### src/rtl/reload_timer_pkg.sv
package reload_timer_pkg;

  typedef enum logic [1:0] {
    SEL_CNT_LO = 2'd0,
    SEL_CNT_HI = 2'd1,
    SEL_LAT_LO = 2'd2,
    SEL_LAT_HI = 2'd3
  } tmr_sel_e;

  typedef struct packed {
    logic lo_wr;    // latch low byte write
    logic hi_wr;    // latch high byte write (either high selection)
    logic cnt_ld;   // copy latch into counter
    logic clr_req;  // timer flag clear request
  } tmr_acc_t;

endpackage

### src/rtl/tmr_decode.sv
module tmr_decode
  import reload_timer_pkg::*;
(
  input  logic       wr_i,
  input  logic       rd_i,
  input  logic [1:0] sel_i,
  output tmr_acc_t   acc_o
);

  tmr_sel_e sel;

  always_comb begin
    sel           = tmr_sel_e'(sel_i);
    acc_o         = '0;
    if (wr_i) begin
      unique case (sel)
        SEL_CNT_LO, SEL_LAT_LO: acc_o.lo_wr = 1'b1;
        SEL_CNT_HI: begin
          acc_o.hi_wr   = 1'b1;
          acc_o.cnt_ld  = 1'b1;
          acc_o.clr_req = 1'b1;
        end
        SEL_LAT_HI: begin
          acc_o.hi_wr   = 1'b1;
          acc_o.clr_req = 1'b1;
        end
        default: acc_o = '0;
      endcase
    end
    if (rd_i && (sel == SEL_CNT_LO)) begin
      acc_o.clr_req = 1'b1;
    end
  end

endmodule

### src/rtl/tmr_latch.sv
module tmr_latch #(
  parameter int BYTE_W = 8,
  parameter int LANES  = 2,
  localparam int CNT_W = BYTE_W * LANES
) (
  input  logic              clk,
  input  logic              rst_n,
  input  logic              lo_wr_i,
  input  logic              hi_wr_i,
  input  logic [BYTE_W-1:0] wr_data_i,
  output logic [CNT_W-1:0]  latch_o,
  output logic [CNT_W-1:0]  load_val_o
);

  logic [CNT_W-1:0] latch_q;
  logic [CNT_W-1:0] latch_d;

  for (genvar g = 0; g < LANES; g++) begin : g_lane
    logic lane_we;
    assign lane_we = (g == 0) ? lo_wr_i : ((g == LANES - 1) ? hi_wr_i : 1'b0);

    always_comb begin
      latch_d[g*BYTE_W +: BYTE_W] = latch_q[g*BYTE_W +: BYTE_W];
      if (lane_we) begin
        latch_d[g*BYTE_W +: BYTE_W] = wr_data_i;
      end
    end
  end

  always_ff @(posedge clk or negedge rst_n) begin
    if (!rst_n) begin
      latch_q <= '1;
    end else begin
      latch_q <= latch_d;
    end
  end

  assign latch_o    = latch_q;
  assign load_val_o = latch_d;

endmodule

### src/rtl/tmr_counter.sv
module tmr_counter #(
  parameter int CNT_W = 16
) (
  input  logic             clk,
  input  logic             rst_n,
  input  logic             tick_i,
  input  logic             cont_i,
  input  logic             load_i,
  input  logic [CNT_W-1:0] load_val_i,
  input  logic [CNT_W-1:0] reload_i,
  output logic [CNT_W-1:0] cnt_o,
  output logic             expire_o
);

  localparam logic [CNT_W-1:0] ZERO = '0;
  localparam logic [CNT_W-1:0] ONES = '1;
  localparam logic [CNT_W-1:0] ONE  = CNT_W'(1);

  logic [CNT_W-1:0] cnt_q, cnt_d;
  logic             wrap_q, wrap_d;
  logic             armed_q, armed_d;
  logic             exp_q, exp_d;

  always_comb begin
    cnt_d   = cnt_q;
    wrap_d  = wrap_q;
    armed_d = armed_q;
    exp_d   = 1'b0;
    if (load_i) begin
      cnt_d   = load_val_i;
      wrap_d  = 1'b0;
      armed_d = 1'b1;
    end else if (tick_i) begin
      if (wrap_q) begin
        cnt_d  = reload_i;
        wrap_d = 1'b0;
      end else if (cnt_q == ZERO) begin
        cnt_d   = ONES;
        wrap_d  = 1'b1;
        exp_d   = cont_i | armed_q;
        armed_d = 1'b0;
      end else begin
        cnt_d = cnt_q - ONE;
      end
    end
  end

  always_ff @(posedge clk or negedge rst_n) begin
    if (!rst_n) begin
      cnt_q   <= ONES;
      wrap_q  <= 1'b0;
      armed_q <= 1'b0;
      exp_q   <= 1'b0;
    end else begin
      cnt_q   <= cnt_d;
      wrap_q  <= wrap_d;
      armed_q <= armed_d;
      exp_q   <= exp_d;
    end
  end

  assign cnt_o    = cnt_q;
  assign expire_o = exp_q;

endmodule

### src/rtl/reload_timer.sv
module reload_timer
  import reload_timer_pkg::*;
#(
  parameter int BYTE_W   = 8,
  parameter int CTRL_W   = 8,
  parameter int MODE_BIT = 6
) (
  input  logic              clk,
  input  logic              rst_n,
  input  logic              tick_en_i,
  input  logic [CTRL_W-1:0] ctrl_i,
  input  logic              wr_i,
  input  logic              rd_i,
  input  logic [1:0]        sel_i,
  input  logic [BYTE_W-1:0] wr_data_i,
  output logic [BYTE_W-1:0] rd_data_o,
  output logic              expire_o,
  output logic              flag_clr_o
);

  localparam int LANES = 2;
  localparam int CNT_W = BYTE_W * LANES;

  tmr_acc_t         acc;
  logic [CNT_W-1:0] latch_q;
  logic [CNT_W-1:0] load_val;
  logic [CNT_W-1:0] cnt_q;
  logic             clr_q, clr_d;

  tmr_decode u_dec (
    .wr_i  (wr_i),
    .rd_i  (rd_i),
    .sel_i (sel_i),
    .acc_o (acc)
  );

  tmr_latch #(.BYTE_W(BYTE_W), .LANES(LANES)) u_latch (
    .clk        (clk),
    .rst_n      (rst_n),
    .lo_wr_i    (acc.lo_wr),
    .hi_wr_i    (acc.hi_wr),
    .wr_data_i  (wr_data_i),
    .latch_o    (latch_q),
    .load_val_o (load_val)
  );

  tmr_counter #(.CNT_W(CNT_W)) u_cnt (
    .clk        (clk),
    .rst_n      (rst_n),
    .tick_i     (tick_en_i),
    .cont_i     (ctrl_i[MODE_BIT]),
    .load_i     (acc.cnt_ld),
    .load_val_i (load_val),
    .reload_i   (latch_q),
    .cnt_o      (cnt_q),
    .expire_o   (expire_o)
  );

  always_comb begin
    clr_d = acc.clr_req;
  end

  always_ff @(posedge clk or negedge rst_n) begin
    if (!rst_n) begin
      clr_q <= 1'b0;
    end else begin
      clr_q <= clr_d;
    end
  end

  assign flag_clr_o = clr_q;

  always_comb begin
    unique case (tmr_sel_e'(sel_i))
      SEL_CNT_LO: rd_data_o = cnt_q[BYTE_W-1:0];
      SEL_CNT_HI: rd_data_o = cnt_q[CNT_W-1:BYTE_W];
      SEL_LAT_LO: rd_data_o = latch_q[BYTE_W-1:0];
      SEL_LAT_HI: rd_data_o = latch_q[CNT_W-1:BYTE_W];
      default:    rd_data_o = '0;
    endcase
  end

endmodule

### config.mk
export PLATFORM = sky130hd
export DESIGN_NAME = reload_timer
export DESIGN_NICKNAME = d
export VERILOG_FILES = /design/src/rtl/reload_timer_pkg.sv /design/src/rtl/tmr_decode.sv /design/src/rtl/tmr_latch.sv /design/src/rtl/tmr_counter.sv /design/src/rtl/reload_timer.sv
export SDC_FILE = /design/constraint.sdc
export NUM_CORES = 1
export LEC_CHECK = 0
export ABC_AREA = 1
export BUFFER_PORTS_ARGS = -buffer_cell sky130_fd_sc_hd__buf_2
export CORE_ASPECT_RATIO = 1.2
export CORE_MARGIN = 2
export CORE_UTILIZATION = 30
export DETAILED_ROUTE_END_ITERATION = 8
export RECOVER_POWER = 100
export SETUP_SLACK_MARGIN = 0.2
export SLEW_MARGIN = 20
export SYNTH_ARGS = -nofsm -noshare
export SYNTH_HDL_FRONTEND = slang
export SYNTH_SLANG_ARGS = --single-unit
### constraint.sdc
create_clock -name clk -period 3.8 [get_ports clk]
set_clock_uncertainty 0.2 [all_clocks]
set_input_delay 0.57 -clock clk [delete_from_list [all_inputs] [get_ports clk]]
set_output_delay 0.57 -clock clk [all_outputs]
set_load 0.005 [all_outputs]
==> impl_metrics.env <==
export IMPL_status="finished, violations left"
export IMPL_violations="capacitance limit, slew limit"
export IMPL_synth_area_mm2=0.00233
export IMPL_slew_violations=37
export IMPL_crit_top_cell="nand2_1"
export IMPL_reg2reg_depth=10
export IMPL_r2r_setup_slack_ns=1.83
export IMPL_antenna_found_initial=0
export IMPL_synth_adder_area_share=0.0108
export IMPL_yosysMostFrequentCell="nand2_1"
export IMPL_r2r_start="u_cnt.cnt_o[0]"
export IMPL_syn_inst=329
export IMPL_areaGrowthSynthToFinish_pct=9.57
export IMPL_holdPathStages=3
export IMPL_cp_top_family="simple AND/OR/NAND/NOR gates"
export IMPL_crit_buf_inv=3
export IMPL_cts_buffers=5
export IMPL_timing_fmax_mhz=340
export IMPL_place_hpwl_um=5030
export IMPL_critPathRequiredTime_ns=3.81
export IMPL_power_density_mw_per_mm2=568
export IMPL_max_clock_path_buffers=2
export IMPL_synth_area_mux_share=0
export IMPL_totalWireLength_um=6980
export IMPL_maxCapViolCount=1
export IMPL_seq_area_frac_synth=0.404
export IMPL_dieArea_mm2=0.00848
export IMPL_ys_top_cells_by_area="dfstp_2, nand2_1, inv_1"
export IMPL_cp_cell_sequence="clkbuf_1 -> nand2_1 -> nor2_4 -> inv_1 -> nand2_1 -> inv_1 -> nand2_1 -> nand3_1"
export IMPL_cts_root_buf="clkbuf_8"
export IMPL_rr_endpoint="u_cnt.cnt_o[15]"
export IMPL_grt_pass1_wl_um=11200
export IMPL_worst_path_max_fanout=18
export IMPL_hold_buffers=0
export IMPL_synth_edff_count=0
export IMPL_wl_per_cell_um=15.7
export IMPL_endpoint="u_cnt.cnt_o[0]"
export IMPL_vdd_drop_max_mv=0.294
export IMPL_rows=35
export IMPL_ys_types=28
export IMPL_syn_nets=354
export IMPL_cts_resized=0
export IMPL_total_power_uw=1450
export IMPL_p_leak_uw=0.00118
export IMPL_critPathKind="primary input to register"
export IMPL_n_antenna_cell=0
export IMPL_grt_max_degree=37
export IMPL_drc=0
export IMPL_htreeDepth=2
export IMPL_synth_common_cells="nand2_1, inv_1, dfstp_2, nor2_1, o21ai_0"
export IMPL_cp_slowest_stage_delay_ns=0.53
export IMPL_endpoint_kind="register"
export IMPL_tightest_slew_ns=2.00
export IMPL_ys_ff_latch=36
export IMPL_clk_latency_ns=0.29
export IMPL_vias=2217
export IMPL_synthArstFlopShare=1.00
export IMPL_cp_depth=8
export IMPL_gr_total_overflow=0
export IMPL_core_mm2=0.00762
export IMPL_cp_start_kind="primary input"
export IMPL_nNetsFinal=377
export IMPL_ant_nets=0
export IMPL_final_setup_tns_ns=0
export IMPL_synth_warnings=0
export IMPL_drt_iter0_drc=128
export IMPL_cts_num_sinks=36
export IMPL_gp_congestion=0.953
export IMPL_grtUsageTotal=0.171
export IMPL_hold_violations=0
export IMPL_synth_avg_cell_area_um2=7.07
export IMPL_synth_top_area_share=0.361
export IMPL_period_minus_slack_ns=2.94
export IMPL_synth_top_family_by_area="simple AND/OR/NAND/NOR gates"
export IMPL_vias_per_cell=4.98
export IMPL_hold_path_class="primary input to register"
export IMPL_start_util=0.305
export IMPL_dieWidth_um=84.4
export IMPL_io_pins=33
export IMPL_drive_gt1_frac=0.164
export IMPL_synth_compound_area_frac=0.177
export IMPL_worst_path_max_delay_cell="nand2_1"
export IMPL_cts_tree="yes"
export IMPL_first_global_vias=2130
export IMPL_relSlewSlack=-0.332
export IMPL_synth_ff_type="dfstp_2"
export IMPL_dr_pass1_iters=4
export IMPL_startpoint="sel_i[0]"
export IMPL_rsz0062_at_grt="no"
export IMPL_post_route_period_util=0.775
export IMPL_cts_setup_buffers=0
export IMPL_die_height_um=100
export IMPL_setup_violations=0
export IMPL_numPortBuffers=25
export IMPL_synth_xor_area_frac=0.0151
export IMPL_synth_top_area_cell="dfstp_2"
export IMPL_arrival_ns=2.95
export IMPL_n_fill_cell=865
export IMPL_yosys_area_share_simple=0.289
export IMPL_clkTransAtPathRegs_ns=0.08
==> worst min-delay path: cells and delay by family <==
family                 cells  cell delay [ns]
buffers and inverters      1             0.07
AND/OR/NAND/NOR            2             0.09
==> kinds of logic after synthesis <==
group                    after synthesis
AND/OR/NAND/NOR                      160
AO/OA/AOI/OAI                         71
buffers and inverters                 56
flip-flops                            36
XOR/XNOR                               4
adder cells (fa/ha/maj)                2
==> cells in the final DEF, fill, tap and decap left out, types with 3 or more instances in the layout <==
master,synthesis,final
clkbuf_8,0,5
nand2_1,96,99
clkbuf_1,1,13
o21ai_1,4,4
nor2_2,3,3
nand3_1,19,19
o2111ai_1,4,4
buf_2,4,14
dfstp_2,32,32
o22ai_1,8,8
a21oi_1,11,11
dfrtp_1,4,4
o21ai_0,32,32
o21bai_1,9,9
nor2_1,32,33
nand4_1,4,4
inv_1,45,47
==> power by group <==
part	switching (uW)	internal, uW	leakage [uW]
Clock	140	129	0.0000422
Sequential	106	534	0.000384
Combinational	348	191	0.000758
Total	595	854	0.00118
==> sequential cells by signal, indices dropped and copies added (netlist names) <==
name,count
flag_clr_o,1
u_cnt.cnt_o,16
u_latch.latch_o,16
u_cnt.wrap_q,1
u_cnt.expire_o,1
u_cnt.armed_q,1
==> through the flow <==
step	cell area [um2]	hold slack (ns)	setup WS, ns	instances	utilization
finish	2550	0.273	0.856	445	0.335
global route	2550	0.271	0.644	445	0.335
CTS	2580	0.207	1.18	445	0.339
detailed placement	2500	0.286	1.18	437	0.328
global placement	2500	0.276	1.16	437	0.328
floorplan	2330	0.0744	1.70	329	-
==> final cells by class <==
type,instances,area (um2),area share
clock buffers,7,76.3,0.0299
clock inverters,1,5.00,0.00196
inverters,47,176,0.0692
well taps,92,115,0.0451
multi-input cells,237,1120,0.441
flip-flops and latches,36,941,0.369
repair buffers,25,111,0.0437
==> metal layers <==
layer / vias to the layer above / GRT usage / share of wire
li1: 1102 / - / -
met1: 1033 / 0.214 / 0.42
met2: 65 / 0.291 / 0.49
met3: 17 / 0.0270 / 0.045
met4: 0 / 0.0794 / 0.042
met5: - / 0 / 0
==> worst min-delay path by stage <==
stage	start	endpoint	slack, ns
floorplan	rst_n	flag_clr_o	0.07
global placement	u_latch.latch_o[13]	u_latch.latch_o[13]	0.28
detailed placement	u_latch.latch_o[13]	u_latch.latch_o[13]	0.29
CTS	rst_n	flag_clr_o	0.21
global route	rd_i	flag_clr_o	0.27
finish	rd_i	flag_clr_o	0.27
Note: power is estimated with default switching activity, not from simulation.
